### config.mk
export PLATFORM = sky130hd
export DESIGN_NAME = mlfsr_top
export DESIGN_NICKNAME = d
export VERILOG_FILES = /design/src/rtl/mlfsr_pkg.sv /design/src/rtl/mlfsr_poly_rom.sv /design/src/rtl/mlfsr_cell.sv /design/src/rtl/mlfsr_combine.sv /design/src/rtl/mlfsr_top.sv
export SDC_FILE = /design/constraint.sdc
export NUM_CORES = 1
export LEC_CHECK = 0
export BUFFER_PORTS_ARGS = -buffer_cell sky130_fd_sc_hd__buf_2
export CAP_MARGIN = 40
export CORE_AREA = 2 2 89 91
export DETAILED_ROUTE_END_ITERATION = 10
export DIE_AREA = 0 0 91 93
export GPL_TIMING_DRIVEN = 0
export MAX_ROUTING_LAYER = met4
export PLACE_DENSITY = 0.7
export SETUP_SLACK_MARGIN = 0.2
export SLEW_MARGIN = 20
export SYNTH_ARGS = -nofsm -noshare
export SYNTH_HDL_FRONTEND = slang
export SYNTH_HIERARCHICAL = 1
export SYNTH_SLANG_ARGS = --single-unit
### constraint.sdc
create_clock -name clk -period 4.3 [get_ports clk]
set_clock_uncertainty 0.15 [all_clocks]
set_input_delay 0.43 -clock clk [delete_from_list [all_inputs] [get_ports clk]]
set_output_delay 0.43 -clock clk [all_outputs]
set_load 0.01 [all_outputs]
### src/rtl/mlfsr_pkg.sv
package mlfsr_pkg;

    localparam int N_DEF  = 8;
    localparam int S_DEF  = 4;
    localparam int W1_DEF = 3;

    typedef enum logic [1:0] {
        MD_HOLD = 2'd0,
        MD_LOAD = 2'd1,
        MD_STEP = 2'd2
    } reg_mode_e;

    // Table entry: top and bottom taps always set, middle bits computed from the index.
    function automatic logic [31:0] poly_entry(input int idx, input int n);
        logic [31:0] mid;
        logic [31:0] e;
        mid = 32'((29 * idx + 3 * idx * idx) % (1 << (n - 2)));
        e   = (32'd1 << (n - 1)) | 32'd1 | (mid << 1);
        return e;
    endfunction

endpackage

### src/rtl/mlfsr_poly_rom.sv
module mlfsr_poly_rom
    import mlfsr_pkg::*;
#(
    parameter int N  = N_DEF,
    parameter int W1 = W1_DEF
) (
    input  logic [W1-1:0] addr,
    output logic [N-1:0]  entry
);
    localparam int DEPTH = 1 << W1;

    logic [N-1:0] table_q [DEPTH];

    for (genvar i = 0; i < DEPTH; i++) begin : g_ent
        logic [31:0] full;
        assign full       = poly_entry(i, N);
        assign table_q[i] = full[N-1:0];
    end

    assign entry = table_q[addr];
endmodule

### src/rtl/mlfsr_cell.sv
module mlfsr_cell
    import mlfsr_pkg::*;
#(
    parameter int N = N_DEF
) (
    input  logic      clk,
    input  logic      rst,
    input  reg_mode_e mode,
    input  logic [N-1:0] sr_init,
    input  logic [N-1:0] cr_init,
    output logic [N-1:0] sr,
    output logic [N-1:0] cr,
    output logic         out_bit
);
    logic fb;

    assign fb      = ^(cr & sr);
    assign out_bit = sr[0];

    always_ff @(posedge clk) begin
        if (rst) begin
            sr <= '0;
            cr <= '0;
        end else begin
            case (mode)
                MD_LOAD: begin
                    sr <= sr_init;
                    cr <= cr_init;
                end
                MD_STEP: sr <= {fb, sr[N-1:1]};
                default: ;
            endcase
        end
    end
endmodule

### src/rtl/mlfsr_combine.sv
module mlfsr_combine
    import mlfsr_pkg::*;
#(
    parameter int S = S_DEF
) (
    input  logic [S-1:0] bits,
    output logic         ks
);
    localparam int CW = $clog2(S + 1);

    logic [CW-1:0] cnt;

    always_comb begin
        cnt = '0;
        for (int i = 0; i < S; i++) cnt = cnt + CW'(bits[i]);
    end

    assign ks = (32'(cnt) > (S / 2)) ^ (^bits);
endmodule

### src/rtl/mlfsr_top.sv
module mlfsr_top
    import mlfsr_pkg::*;
#(
    parameter int N  = N_DEF,
    parameter int S  = S_DEF,
    parameter int W1 = W1_DEF,
    localparam int SW = W1 + S * N
) (
    input  logic          clk,
    input  logic          rst,
    input  logic          load,
    input  logic [SW-1:0] seed,
    input  logic          msg,
    output logic          ct,
    output logic          ct_valid
);
    logic                   running;
    reg_mode_e              mode;
    logic [N-1:0]           poly;
    logic [S-1:0]           outs;
    logic [S-1:0][N-1:0]    sr_bus;
    logic [S-1:0][N-1:0]    cr_bus;
    logic                   ks;

    always_ff @(posedge clk) begin
        if (rst)       running <= 1'b0;
        else if (load) running <= 1'b1;
    end

    always_comb begin
        if (load)         mode = MD_LOAD;
        else if (running) mode = MD_STEP;
        else              mode = MD_HOLD;
    end

    mlfsr_poly_rom #(.N(N), .W1(W1)) u_rom (
        .addr  (seed[W1-1:0]),
        .entry (poly)
    );

    for (genvar i = 0; i < S; i++) begin : g_cell
        mlfsr_cell #(.N(N)) u_cell (
            .clk     (clk),
            .rst     (rst),
            .mode    (mode),
            .sr_init (seed[W1 + i*N +: N]),
            .cr_init (poly),
            .sr      (sr_bus[i]),
            .cr      (cr_bus[i]),
            .out_bit (outs[i])
        );
    end

    mlfsr_combine #(.S(S)) u_comb (
        .bits (outs),
        .ks   (ks)
    );

    assign ct       = running & (msg ^ ks);
    assign ct_valid = running;
endmodule

==> results.tsv <==
metric	value	unit
layout-drive-gt1-share	15.6	%
start_kind	flip-flop	
viasPerCell	4.75	
combPwrFrac	15.5	%
diodes	0	
routedWlPerCell	12.1	um
drtIter0Drc	85	
synthesis.area	3290	um^2
clock_path_buffers	2	
hpwlAfterDp	4900	um
instances_no_fill	545	
cts.reportedPaths.clkPinSlew	0.07	ns
ctsResizeCount	0	
tns	0	ns
track_usage	17.0	%
drc	0	
p_clk_share	37.7	%
gp_congestion	0.806	
multi_input_area	1820	um^2
cts_buffers	9	
endpoint_kind	primary output	
final-max-slew-violation-count	0	
max_stage_delay	0.47	ns
setup_viol	0	
cts_tree	built	
antenna_left	0	
placed_cell_area	3620	um^2
cp_cell_sequence	fa_1 > ha_1 > ha_1 > a21oi_1 > xnor2_1 > xor2_1 > and2_1 > buf_2	
core-area	7530	um^2
start_util	43.7	%
maxClockFrequency	329	MHz
setup.worst_path.class	reg -> out	
fin_crit_sh	70.8	%
power_density	377	nW/um^2
rows	32	
cts-root-buf	clkbuf_8	
die_area	8460	um^2
critPathRequiredTime	3.72	ns
place_inst	529	
cp_top_family	adder cells	
grt_overflow	0	
port_buffers	40	
syn_area_per_cell	8.52	um^2
switching_power	0.384	mW
tightestPinTransition	0.773	ns
postLayoutCellArea	3830	um^2
r2r_slack	1.91	ns
crit_arrival	2.46	ns
cp_common_cell	ha_1	
path_max_fanout	4	
dr_total_vias	2588	
cpMaxStageDelayCell	dfxtp_1	
antenna_found_initial	0	
grt_max_degree	12	
grt_pass1_wl	11100	um
hold_buffers	0	
ioPinCount	41	
die_w	91	um
internal-power	1.06	mW
htreeDepth	3	
fill_cells	732	
clock-sinks	65	
dr.pass1.iters	4	
cap_violations	0	
dp_slack	1.62	ns
finalWirelength	6570	um
p_leak	1.61	nW
rsz0062_at_grt	false	
hold_violations	0	
die_h	93	um
grt_pass1_vias	2402	
ys.warnings.count	6	
clk_latency	0.34	ns
nets	490	
path_buf_inv	1	
outcome	complete, no violations	
final.min_clock_period	3.04	ns
synth_cells	386	
slew_headroom	48.4	%
cts_setup_buffers	0	
pwr-share-seq	46.8	%
fin_ws	1.26	ns
hold_path.class	in -> reg	
ff_latch_area	1300	um^2
max-vdd-ir-drop	168	uV
power_switching_share	26.5	%
area_growth_syn_to_layout	16.6	%
per-layer routing:
layer | vias up | share of wire, % | track usage [%]
li1 | 1351 | - | -
met1 | 1191 | 49 | 21.9
met2 | 38 | 46 | 26.3
met3 | 8 | 3.5 | 4.11
met4 | 0 | 1.5 | 6.06
met5 | - | 0 | -
state kept, by name, summed over array words and instances (netlist names):
register and cells:
g_cell.u_cell/cr 32, g_cell.u_cell/sr 32, ct_valid 1
power by group through the flow:
stage          Combinational [mW]  Sequential (mW)  Clock (mW)
2_1_floorplan               0.170            0.680           0
3_3_place_gp                0.217            0.689           0
3_5_place_dp                0.223            0.691           0
4_1_cts                     0.225            0.677       0.559
5_1_grt                     0.255            0.683       0.587
6_report                    0.224            0.677       0.546
cell type report:
cell class | instances | area share [%]
multi-input cells | 284 | 47.5
well taps | 102 | 3.33
repair buffers | 40 | 5.22
inverters | 10 | 0.979
clock inverters | 4 | 1.31
plain buffers | 28 | 3.39
clock buffers | 12 | 4.31
flip-flops and latches | 65 | 33.9
layout by cell type, fill, tap and decap left out, drive strengths merged:
master / n
conb: 3
xnor2: 23
a21o: 1
inv: 10
clkinv: 1
clkinvlp: 2
clkbuf: 28
mux2i: 60
bufinv: 1
xor2: 10
nor2b: 1
nor2: 96
nand2b: 1
ha: 12
a21oi: 29
a311oi: 4
mux2: 1
o21a: 5
and2: 1
buf: 52
fa: 1
dfxtp: 65
nand2: 36
per-stage QoR:
| stage | hold slack (ns) | util, % | power (mW) |
|---|---|---|---|
| global placement | 0.323 | 48.1 | 0.906 |
| detailed placement | 0.334 | 48.1 | 0.914 |
| finish | 0.188 | 50.9 | 1.45 |
| global route | 0.188 | 50.9 | 1.52 |
| floorplan | 0.310 | - | 0.850 |
| CTS | 0.181 | 50.9 | 1.46 |
path summary, 6_finish.rpt:
check / start / end / depth (start not counted)
setup / recovery: g_cell[3].u_cell/sr[0] / ct / 8
hold / removal: rst / ct_valid / 2
setup reg to reg: ct_valid / g_cell[3].u_cell/sr[6] / 7
hold reg to reg: g_cell[0].u_cell/cr[2] / g_cell[0].u_cell/cr[2] / 2
Note: power is estimated with default switching activity, not from simulation.
